$ cat src/rtl/acc_pkg.sv
package acc_pkg;
   localparam int unsigned LANE_W = 8;

   function automatic int unsigned lane_count(input int unsigned total_w);
      return total_w / LANE_W;
   endfunction
endpackage

$ cat src/rtl/acc_byte_seq.sv
module acc_byte_seq #(
   parameter int unsigned COUNT = 5,
   localparam int unsigned PW = (COUNT > 1) ? $clog2(COUNT) : 1
) (
   input  logic          clk,
   input  logic          rst_n,
   input  logic          step,
   output logic [PW-1:0] ptr
);
   localparam logic [PW-1:0] LAST = PW'(COUNT - 1);

   generate
      if (COUNT < 2) begin : g_bad_count
         $error("acc_byte_seq: COUNT must be at least 2");
      end
   endgenerate

   logic [PW-1:0] ptr_q;

   always_ff @(posedge clk or negedge rst_n) begin
      if (!rst_n) begin
         ptr_q <= '0;
      end else if (step) begin
         ptr_q <= (ptr_q == LAST) ? '0 : ptr_q + 1'b1;
      end
   end

   assign ptr = ptr_q;
endmodule

$ cat src/rtl/acc_core.sv
module acc_core #(
   parameter int unsigned ACC_W  = 40,
   parameter int unsigned RES_W  = 32,
   parameter int unsigned LANE_W = 8,
   localparam int unsigned NL = ACC_W / LANE_W,
   localparam int unsigned SW = (NL > 1) ? $clog2(NL) : 1
) (
   input  logic              clk,
   input  logic              rst_n,
   input  logic              add_en,
   input  logic [RES_W-1:0]  add_val,
   input  logic              lane_we,
   input  logic [SW-1:0]     lane_sel,
   input  logic [LANE_W-1:0] lane_data,
   output logic [ACC_W-1:0]  acc
);
   logic [ACC_W-1:0] ext_val;
   logic [ACC_W-1:0] merged;
   logic [ACC_W-1:0] acc_d;
   logic [ACC_W-1:0] acc_q;

   generate
      if (RES_W == ACC_W) begin : g_ext_full
         assign ext_val = add_val;
      end else begin : g_ext_zero
         assign ext_val = {{(ACC_W - RES_W){1'b0}}, add_val};
      end
   endgenerate

   generate
      for (genvar g = 0; g < NL; g++) begin : g_lane
         assign merged[g*LANE_W +: LANE_W] =
            (lane_we && (lane_sel == SW'(g))) ? lane_data : acc_q[g*LANE_W +: LANE_W];
      end
   endgenerate

   always_comb begin
      acc_d = merged;
      if (add_en) begin
         acc_d = merged + ext_val;
      end
   end

   always_ff @(posedge clk or negedge rst_n) begin
      if (!rst_n) begin
         acc_q <= '0;
      end else begin
         acc_q <= acc_d;
      end
   end

   assign acc = acc_q;
endmodule

$ cat src/rtl/acc_read_snap.sv
module acc_read_snap #(
   parameter int unsigned ACC_W  = 40,
   parameter int unsigned LANE_W = 8,
   localparam int unsigned NL = ACC_W / LANE_W,
   localparam int unsigned SW = (NL > 1) ? $clog2(NL) : 1
) (
   input  logic              clk,
   input  logic              rst_n,
   input  logic              rd_en,
   input  logic [SW-1:0]     rd_sel,
   input  logic [ACC_W-1:0]  live,
   output logic [LANE_W-1:0] rd_data
);
   logic [ACC_W-1:0]  snap_q;
   logic [LANE_W-1:0] snap_lane [NL];
   logic [SW-1:0]     rev_sel;
   logic              first;
   logic [LANE_W-1:0] rd_q;

   generate
      for (genvar g = 0; g < NL; g++) begin : g_lane
         assign snap_lane[g] = snap_q[g*LANE_W +: LANE_W];
      end
   endgenerate

   assign first   = (rd_sel == '0);
   assign rev_sel = SW'(NL - 1) - rd_sel;

   always_ff @(posedge clk or negedge rst_n) begin
      if (!rst_n) begin
         snap_q <= '0;
         rd_q   <= '0;
      end else if (rd_en) begin
         if (first) begin
            snap_q <= live;
            rd_q   <= live[ACC_W-1 -: LANE_W];
         end else begin
            rd_q   <= snap_lane[rev_sel];
         end
      end
   end

   assign rd_data = rd_q;
endmodule

$ cat src/rtl/accel_sum_reg.sv
module accel_sum_reg #(
   parameter int unsigned ACC_W = 40,
   parameter int unsigned RES_W = 32
) (
   input  logic             clk,
   input  logic             rst_n,
   input  logic             res_valid,
   input  logic [RES_W-1:0] res_data,
   input  logic             busy,
   input  logic             reg_wr,
   input  logic             reg_rd,
   input  logic [7:0]       wr_data,
   output logic [7:0]       rd_data
);
   import acc_pkg::*;

   localparam int unsigned NL = lane_count(ACC_W);
   localparam int unsigned SW = (NL > 1) ? $clog2(NL) : 1;

   generate
      if ((ACC_W % LANE_W) != 0) begin : g_bad_width
         $error("accel_sum_reg: ACC_W must be a multiple of the lane width");
      end
      if (RES_W > ACC_W || RES_W == 0) begin : g_bad_res
         $error("accel_sum_reg: RES_W must be between 1 and ACC_W");
      end
      if (NL < 2) begin : g_bad_lanes
         $error("accel_sum_reg: at least two lanes required");
      end
   endgenerate

   logic             wr_ok;
   logic             rd_ok;
   logic [SW-1:0]    wr_ptr;
   logic [SW-1:0]    rd_ptr;
   logic [ACC_W-1:0] acc_q;

   assign wr_ok = reg_wr & ~busy;
   assign rd_ok = reg_rd & ~busy;

   acc_byte_seq #(.COUNT(NL)) u_wr_seq (
      .clk   (clk),
      .rst_n (rst_n),
      .step  (wr_ok),
      .ptr   (wr_ptr)
   );

   acc_byte_seq #(.COUNT(NL)) u_rd_seq (
      .clk   (clk),
      .rst_n (rst_n),
      .step  (rd_ok),
      .ptr   (rd_ptr)
   );

   acc_core #(.ACC_W(ACC_W), .RES_W(RES_W), .LANE_W(LANE_W)) u_core (
      .clk       (clk),
      .rst_n     (rst_n),
      .add_en    (res_valid),
      .add_val   (res_data),
      .lane_we   (wr_ok),
      .lane_sel  (wr_ptr),
      .lane_data (wr_data),
      .acc       (acc_q)
   );

   acc_read_snap #(.ACC_W(ACC_W), .LANE_W(LANE_W)) u_rd (
      .clk     (clk),
      .rst_n   (rst_n),
      .rd_en   (rd_ok),
      .rd_sel  (rd_ptr),
      .live    (acc_q),
      .rd_data (rd_data)
   );
endmodule

$ cat config.mk
export PLATFORM = sky130hd
export DESIGN_NAME = accel_sum_reg
export DESIGN_NICKNAME = d
export VERILOG_FILES = /design/src/rtl/acc_pkg.sv /design/src/rtl/acc_byte_seq.sv /design/src/rtl/acc_core.sv /design/src/rtl/acc_read_snap.sv /design/src/rtl/accel_sum_reg.sv
export SDC_FILE = /design/constraint.sdc
export NUM_CORES = 1
export LEC_CHECK = 0
export ABC_AREA = 1
export BUFFER_PORTS_ARGS = -buffer_cell sky130_fd_sc_hd__buf_2
export CORE_ASPECT_RATIO = 1.2
export CORE_MARGIN = 2
export CORE_UTILIZATION = 25
export CTS_BUF_LIST = sky130_fd_sc_hd__clkbuf_8
export CTS_CLUSTER_DIAMETER = 120
export DETAILED_ROUTE_END_ITERATION = 10
export SLEW_MARGIN = 20
export SYNTH_ARGS = -nofsm -noshare
export SYNTH_HDL_FRONTEND = slang
export SYNTH_SLANG_ARGS = --single-unit
$ cat constraint.sdc
create_clock -name clk -period 2.8 [get_ports clk]
set_input_delay 0.42 -clock clk [delete_from_list [all_inputs] [get_ports clk]]
set_output_delay 0.42 -clock clk [all_outputs]
set_load 0.005 [all_outputs]
Word level (Yosys, flattened, before mapping):

Index checks and enable logic that the tools add are counted.
Widths: inputs -> output; s select.

* $add $sub $neg: 4
* multipliers: 0
* div/mod/pow operators: 0
* magnitude comparators: 1
* eq/ne operators: 5
* shifts and indexed selects: 0
* multiplexer cells: 12
* bitwise gates (word level): 4
* reductions and logical operators: 8

Operator list (number)
* $mux 8: 8
* $add 40x32->40: 1
* $mux 40: 1
* $bmux 8 s3: 1
* $add 3x1->3 const B: 2
* $eq 3x2->1 const B: 2
* $eq 3x3->1 const B: 2
* $logic_not 3->1: 2
* $mux 3: 2
* $logic_and 1x1->1: 5
* $ge 4x4->1 const B: 1
* $not 3->4: 1
* $eq 3x1->1 const B: 1
* $sub 3x3->3 const A: 1
* $and 1x1->1: 2
* $reduce_and 2->1: 1
* $not 1->1: 1

* flip-flop bits (word level): 94
* latch bits: 0
* bits in writable memories: 0
* memory bits (read-only): 0
* word-level logic and storage cells: 39
* memories kept: 0

Longest topological paths before layout:

Gate-level depths: netlist of the first run.

* depth after elaboration: 6
* mapped depth: 22
* gate-level depth less buffers: 21

Hierarchy:

From an unflattened synthesis of the first run, not the netlist that was laid out.

* cell total of the unflattened synthesis: 1147
* area total of the unflattened synthesis: 7277.0 sq um

Modules (own cells, without submodules)
* acc_core: times used 1, cells each 789, area an instance 4600.7 sq um
* acc_read_snap: times used 1, cells each 314, area an instance 2341.0 sq um
* acc_byte_seq: times used 2, cells each 20, area an instance 160.2 sq um
* accel_sum_reg: times used 1, cells each 4, area an instance 15.0 sq um

Worst setup path before layout of the first run:

No wires, ideal clock.

* path type: flip-flop to flip-flop
* start: register u_wr_seq.ptr_q[0] (netlist: u_wr_seq.ptr[0])
* end: register u_core.acc_q[16] (netlist: u_core.acc[16])
* arrival: 2816 ps
* data required time: 2682 ps
* path slack: -134 ps
* cell stages (with the launch flop): 16
* clock period less this slack: 2934 ps
* path through: dfrtp_1 inv_1 ha_1 nand3_1 clkbuf_1 o21ai_0 ha_1 fa_1 nand2_1 nand2_1 and2_1 a21oi_1 o21ai_0 or2_2 nand3_1 nand2_1

* word-level cells in the longest chain between the ends: 5

Ends and longest elaborated chain
* start: declaration: line acc_byte_seq.sv:18 `logic [PW-1:0] ptr_q;`
* start signal: assignment: line acc_byte_seq.sv:24 `ptr_q <= (ptr_q == LAST) ? '0 : ptr_q + 1'b1;`
* $eq 3x1->1, or another cell as far along: line acc_core.sv:33 `(lane_we && (lane_sel == SW'(g))) ? lane_data : acc_q[g*LANE_W +: LANE_W];`
* $logic_and 1x1->1: line acc_core.sv:33
* $mux 8: line acc_core.sv:33
* $add 40x32->40: line acc_core.sv:40 `acc_d = merged + ext_val;`
* $mux 40 *: line acc_core.sv:39 `if (add_en) begin`
* via u_core.acc_d[16]: line acc_core.sv:19 `logic [ACC_W-1:0] acc_d;`
* end signal: assignment: line acc_core.sv:46 `acc_q <= '0;`
* end signal: assignment: line acc_core.sv:48 `acc_q <= acc_d;`
* end: declaration: line acc_core.sv:20 `logic [ACC_W-1:0] acc_q;`

Mark *: on every way through the listed nets, which the timed path passes. The rest lies on a longest branch.
A chain may end at the register's enable or synchronous reset.

Worst setup path after layout of the first run:

* start: register u_wr_seq.ptr_q[0] (netlist: u_wr_seq.ptr[0])
* end: register u_core.acc_q[29] (netlist: u_core.acc[29])

The elaborated chain is that of the path after synthesis.

==> impl_metrics.json, run 1 <==
{
  "cp_cell_sequence": "inv_2 > ha_4 > nand3_4 > clkbuf_16 > o21ai_1 > ha_1 > or2_4 > nand3b_1 > nand2_2 > buf_4 > nand2_2 > nand3_4 > nand2_1 > nand2_1 > nand2_1 > nand3_1 > nand2_1",
  "post_synth_main_area_contributors": "sky130_fd_sc_hd__dfrtp_1 (33%), sky130_fd_sc_hd__nand2_1 (24%), sky130_fd_sc_hd__inv_1 (7.9%), sky130_fd_sc_hd__ha_1 (7.6%), sky130_fd_sc_hd__o21ai_0 (7.3%)",
  "fin_util": 0.368,
  "cap_violations": 0,
  "p_comb_frac": 0.708,
  "number_of_cells_traversed_by_the_worst_hold_path": 4,
  "final.setup.tns_ns": -0.129,
  "sw_frac_of_total": 0.475,
  "peak_ir_drop_on_the_vdd_network_v": 0.000329,
  "crit_path_end_kind": "flip-flop",
  "reg2reg_from": "u_wr_seq.ptr[0]",
  "drc": 0,
  "grtUsageTotal": 0.159,
  "setup_repair_after_global_routing_missed_its_margin": "yes",
  "clkSlewWorstSetupHoldPaths_ns": 0.11,
  "finish.net_count": 1379,
  "min-delay-path-class": "input pin to flip-flop",
  "final_period_minus_worst_setup_slack_ns": 2.85,
  "synthArstFlopShare": 1.00,
  "power.share.sequential": 0.208,
  "class_of_the_most_critical_setup_path": "flip-flop to flip-flop",
  "antenna_found_initial": 0,
  "hpwlAfterDp_microns": 18800,
  "floorplan.core_area_sq_mm": 0.0279,
  "crit_top_cell": "sky130_fd_sc_hd__nand2_1",
  "worst-endpoint-arrival_ns": 3.19,
  "initial_utilization": 0.255,
  "synth_edf_count": 0,
  "drt-total-wl_microns": 24500,
  "drive_above_1_share": 0.332,
  "cts-buffers-inserted": 9,
  "clk_tree_root_cell": "sky130_fd_sc_hd__clkbuf_8",
  "detail_route.vias_per_cell": 4.47,
  "io_buffer_count": 53,
  "clk_path_buf_depth": 2,
  "detailroute.via_count": 7477,
  "setup_ws_ns": -0.0535,
  "finalMaxSlewViolations": 0,
  "cts_tree": "built",
  "p_clk_frac": 0.084,
  "first_global_vias": 7167,
  "dpl.cell_count": 1637,
  "yosys.area.top_type": "sky130_fd_sc_hd__dfrtp_1",
  "critical_path_peak_fanout": 6,
  "route.antenna.remaining_nets": 0,
  "seq_area_frac_synth": 0.331,
  "fillers": 2844,
  "power_switching_mw": 5.39,
  "worst_reg2reg_path_depth": 17,
  "synth-warning-count": 0,
  "worst_ep_required_time_ns": 3.13,
  "r2r_setup_slack_ns": -0.05,
  "hold_path_end": "u_rd_seq.ptr[1]",
  "syn_nets": 1205,
  "crit_share_post_route": 1.02,
  "placement_rows": 67,
  "synth.top_cell.area_share": 0.331,
  "cellPowerDensity_mw_per_mm2": 1110,
  "start_kind": "flip-flop",
  "grt_start_max_net_pins": 52,
  "violations": "setup timing",
  "timing.final.setup_violations": 3,
  "grt_pass1_wl_microns": 36700,
  "synth_ff_type": "sky130_fd_sc_hd__dfrtp_1",
  "worstMarginPinSlew_ns": 0.548,
  "antenna_cells_inserted": 0,
  "finalHoldViolations": 0,
  "crit_path_max_incr_delay_ns": 0.43,
  "max-slew-margin-rel": 0.634,
  "dpl_worst_slack_ns": -0.443,
  "place_congestion": 0.869,
  "post_synth_num_cell_types": 33,
  "hold_start": "reg_rd",
  "worstReg2RegEnd": "u_core.acc[29]",
  "layout-area-overhead-vs-synth_pct": 44.5,
  "overall_die_area_sq_mm": 0.0298,
  "drt_first_pass_iters": 5,
  "ctsHtreeMaxLevel": 3,
  "die_width_microns": 158,
  "layout.cells.non_filler": 1673,
  "fin_total_pwr_mw": 11.3,
  "post_synth.cell_area_avg_sq_um": 6.37,
  "worst_skew_pair.late_latency_ns": 0.39,
  "detailedRoute.firstIterationViolations": 500,
  "drt-wirelength-per-cell_microns": 14.6,
  "p_leak_nw": 5.19,
  "synth.cell_area_sq_mm": 0.00711,
  "die_height_microns": 189,
  "syn_inst": 1115,
  "timing.fmax_mhz": 350,
  "clock_sink_count": 94,
  "synth-seq-cells": 94,
  "internal-power_mw": 5.96,
  "num_io_pins": 54,
  "clock_skews_ns": 0.0162,
  "critical_path.slowest_cell": "sky130_fd_sc_hd__dfrtp_1",
  "globalRoute.totalOverflow": 0,
  "run_status": "finished, violations left"
}
[cell usage after synthesis, drive strengths merged, types with 8 or more instances]
| cell type | n |
|---|---|
| xnor2 | 13 |
| buf | 10 |
| nor2 | 84 |
| clkbuf | 19 |
| ha | 43 |
| inv | 150 |
| nand3 | 51 |
| dfrtp | 94 |
| nand3b | 8 |
| a21oi | 35 |
| o21ai | 105 |
| nand2 | 467 |
[worst max-delay path by stage]
stage | startpoint | endpoint | slack [ns] | cells after the start
finish | u_wr_seq.ptr[0] | u_core.acc[29] | -0.05 | 17
CTS | u_wr_seq.ptr[0] | u_core.acc[34] | -0.02 | 18
global route | u_wr_seq.ptr[1] | u_core.acc[34] | -0.22 | 21
detailed placement | busy | u_core.acc[37] | -0.44 | 18
floorplan | u_wr_seq.ptr[0] | u_core.acc[16] | 0.02 | 16
global placement | reg_wr | u_core.acc[37] | -0.44 | 19
[area by class of cell]
type | count | area (sq um) | area share
clock buffers | 9 | 124 | 0.0121
clock inverters | 7 | 80.1 | 0.00780
inverters | 150 | 566 | 0.0551
multi-input cells | 842 | 5240 | 0.510
flip-flops and latches | 94 | 2350 | 0.229
well taps | 379 | 474 | 0.0462
repair buffers | 192 | 1430 | 0.140
[cell families after synthesis]
| group | count (synthesis) | synth area share |
|---|---|---|
| simple gates | 625 | 0.358 |
| xor+xnor | 18 | 0.0222 |
| compound gates | 155 | 0.114 |
| fa+ha+maj | 44 | 0.0785 |
| buf+inv | 179 | 0.0972 |
| flops | 94 | 0.331 |
[flip-flops by register name, summed over array words and instances, names as in the netlist]
| register | cells |
|---|---|
| u_core.acc | 40 |
| u_rd.snap_q | 40 |
| u_wr_seq.ptr | 3 |
| u_rd.rd_data | 8 |
| u_rd_seq.ptr | 3 |
[what timing repair did]
item,CTS,global route
pin swaps,13,49
gates cloned,0,4
gates resized for setup,63,228
endpoints found under the hold margin,28,0
hold buffers,1,0
setup endpoints to repair,32,33
buffers inserted,3,14
[worst max-delay path, delay by kind of cell (launching register included)]
kind / cells / cell delay, ns
fa+ha+maj: 2 / 0.47
buf+inv: 3 / 0.48
simple gates: 11 / 1.20
compound gates: 1 / 0.20
flops: 1 / 0.43
[cell usage in the layout, fill, tap and decap left out, drive strengths merged]
cell	count
a21oi	35
a31oi	3
and2	2
buf	188
bufinv	1
clkbuf	12
clkinv	2
clkinvlp	1
dfrtp	94
dlygate4sd3	1
fa	1
ha	43
inv	153
nand2	467
nand3	51
nand3b	8
nand4	2
nor2	84
nor3	5
nor4	1
o21a	1
o21ai	105
o21bai	5
o22ai	2
o31ai	4
or2	5
xnor2	13
xor2	5
[routing by layer]
layer,track usage,vias up,share of wire
li1,-,3810,-
met3,0.0126,68,0.023
met1,0.191,3453,0.41
met4,0.0860,0,0.057
met2,0.278,146,0.51
met5,0,-,0
[power groups by stage]
stage | Sequential [mW] | Clock [mW] | Combinational (mW)
final | 2.36 | 0.956 | 8.03
after detailed placement | 2.37 | 0 | 6.19
after CTS | 2.34 | 0.975 | 6.48
after floorplan | 2.26 | 0 | 3.77
after global routing | 2.43 | 1.03 | 8.84
after global placement | 2.35 | 0 | 6.13
[per-stage QoR]
stage / hold WS [ns] / cell area [sq um]
after floorplan: 0.124 / 7120
after global placement: 0.386 / 8670
after detailed placement: 0.389 / 8670
after CTS: 0.372 / 9070
after global routing: 0.416 / 10300
final: 0.386 / 10300
(Power assumes the default switching activity.)
==> run 2, diff against run 1 <==
CORE_UTILIZATION = 52   (was 25)
PLACE_DENSITY = 0.73   (was unset)
==> impl_metrics.json, run 2 (synthesis gave the netlist of run 1 again) <==
{
  "cts-buffers-inserted": 9,
  "timing.fmax_mhz": 347,
  "setup_repair_after_global_routing_missed_its_margin": "yes",
  "max-slew-margin-rel": 0.615,
  "grt_start_max_net_pins": 57,
  "drive_above_1_share": 0.317,
  "violations": "setup timing",
  "io_buffer_count": 53,
  "crit_share_post_route": 1.03,
  "ctsHtreeMaxLevel": 3,
  "route.antenna.remaining_nets": 0,
  "timing.final.setup_violations": 2,
  "drt-wirelength-per-cell_microns": 16.3,
  "sequential_cell_area_sq_mm": 0.00235,
  "clock_sink_count": 94,
  "peak_ir_drop_on_the_vdd_network_v": 0.000683,
  "clock_skews_ns": 0.0192,
  "worstMarginPinSlew_ns": 0.577,
  "worst_ep_required_time_ns": 3.06,
  "drc": 0,
  "antenna_found_initial": 0,
  "cellPowerDensity_mw_per_mm2": 1160,
  "antenna_cells_inserted": 0,
  "drt_first_pass_iters": 6,
  "drt-total-wl_microns": 23600,
  "hpwlAfterDp_microns": 16400,
  "final.setup.tns_ns": -0.0878,
  "worst_skew_pair.late_latency_ns": 0.38,
  "cts_tree": "built",
  "finalMaxSlewViolations": 0,
  "clk_tree_root_cell": "sky130_fd_sc_hd__clkbuf_8",
  "fillers": 1034,
  "min-delay-path-class": "input pin to asynchronous set/reset pin",
  "crit_path_end_kind": "flip-flop",
  "clkSlewWorstSetupHoldPaths_ns": 0.09,
  "start_kind": "flip-flop",
  "final_period_minus_worst_setup_slack_ns": 2.88,
  "setup_ws_ns": -0.0793,
  "initial_utilization": 0.535,
  "worst-endpoint-arrival_ns": 3.14,
  "p_leak_nw": 5.07,
  "final_cell_area_sq_mm": 0.00977,
  "detail_route.vias_per_cell": 5.38,
  "overall_die_area_sq_mm": 0.0146,
  "finalHoldViolations": 0,
  "detailroute.via_count": 7806,
  "first_global_vias": 6997,
  "class_of_the_most_critical_setup_path": "flip-flop to flip-flop",
  "cap_violations": 0,
  "final_cell_mix": "sky130_fd_sc_hd__nand2_1 (402), sky130_fd_sc_hd__inv_1 (143), sky130_fd_sc_hd__buf_4 (117)",
  "place_congestion": 0.963,
  "detailedRoute.firstIterationViolations": 674,
  "clk_path_buf_depth": 2,
  "grtUsageTotal": 0.284,
  "placement_rows": 46,
  "combined_area_of_the_multi_input_logic_cells_sq_mm": 0.00511,
  "finish.net_count": 1367,
  "run_status": "finished, violations left",
  "placement.cell_area_sq_mm": 0.00831,
  "final_common_cell": "sky130_fd_sc_hd__nand2_1",
  "layout-area-overhead-vs-synth_pct": 37.5,
  "r2r_setup_slack_ns": -0.08,
  "critical_path_peak_fanout": 6,
  "postCtsHoldBufs": 0,
  "die_height_microns": 132,
  "globalRoute.totalOverflow": 0,
  "grt_pass1_wl_microns": 33600,
  "floorplan.core_area_sq_mm": 0.0133,
  "die_width_microns": 111,
  "num_io_pins": 54
}
-- run 2: critical path, cell delays in order (launching register included) --
cell                       delay [ns]
sky130_fd_sc_hd__dfrtp_1         0.42
sky130_fd_sc_hd__inv_2           0.12
sky130_fd_sc_hd__ha_2            0.21
sky130_fd_sc_hd__nand3_2         0.10
sky130_fd_sc_hd__buf_6           0.16
sky130_fd_sc_hd__buf_4           0.15
sky130_fd_sc_hd__nand2_1         0.06
sky130_fd_sc_hd__o21ai_0         0.07
sky130_fd_sc_hd__buf_4           0.16
sky130_fd_sc_hd__ha_4            0.30
sky130_fd_sc_hd__nand2_2         0.11
sky130_fd_sc_hd__o21ai_2         0.16
sky130_fd_sc_hd__nand2_1         0.09
sky130_fd_sc_hd__nand2_2         0.07
sky130_fd_sc_hd__nand2_1         0.05
sky130_fd_sc_hd__nand2_1         0.08
sky130_fd_sc_hd__nand2_1         0.08
sky130_fd_sc_hd__nand2_2         0.11
sky130_fd_sc_hd__nand3b_1        0.11
sky130_fd_sc_hd__nand2_1         0.09
sky130_fd_sc_hd__inv_1           0.05
-- run 2: through the flow --
stage          setup WS, ns  instances   util  hold WS (ns)  power [mW]
2_1_floorplan        0.0243       1115      -         0.124        6.03
3_3_place_gp         -0.356       1416  0.625         0.452        8.26
3_5_place_dp         -0.363       1416  0.625         0.453        8.34
4_1_cts             -0.0276       1438  0.656        0.0610        9.70
5_1_grt              -0.200       1450  0.735        0.0772        12.2
6_report            -0.0793       1450  0.735        0.0418        11.3
-- run 2: worst paths after layout --
check / start / endpoint / cells past startpoint
worst max-delay path: u_wr_seq.ptr[0] / u_core.acc[36] / 20
worst min-delay path: rst_n / u_rd.snap_q[12] / 1
worst max register to register: u_wr_seq.ptr[0] / u_core.acc[36] / 20
worst min register to register: u_rd.snap_q[4] / u_rd.snap_q[4] / 2
max in group asynchronous: rst_n / u_core.acc[23] / 2
min in group clk: res_data[0] / u_core.acc[0] / 4
-- run 2: layer usage --
| layer | up-vias | GRT usage | wire, microns |
|---|---|---|---|
| met1 | 3599 | 0.382 | 9720 |
| met2 | 330 | 0.473 | 11400 |
| met4 | 0 | 0.105 | 1100 |
| met3 | 76 | 0.0331 | 1340 |
| met5 | - | 0 | 0 |
| li1 | 3801 | - | - |
-- run 2: report_power, final --
| group | total [mW] | leakage [nW] | switching [mW] | internal, mW |
|---|---|---|---|---|
| logic | 7.82 | 3.80 | 4.45 | 3.37 |
| registers | 2.39 | 1.15 | 0.398 | 2.00 |
| clock network | 1.11 | 0.122 | 0.511 | 0.597 |
-- run 2: final cells by class --
type,count,share of cell area
inverters,150,0.0576
multi-input cells,842,0.523
well taps,168,0.0215
clock buffers,9,0.0127
flip-flops and latches,94,0.241
clock inverters,7,0.0122
repair buffers,180,0.133
-- run 2: what timing repair did --
| item | CTS | global route |
|---|---|---|
| setup buffers | 6 | 10 |
| cloned | 0 | 3 |
| hold endpoints to repair | 0 | 0 |
| gates resized for setup | 49 | 232 |
| endpoints found under the setup margin | 32 | 34 |
| pin swaps | 10 | 57 |
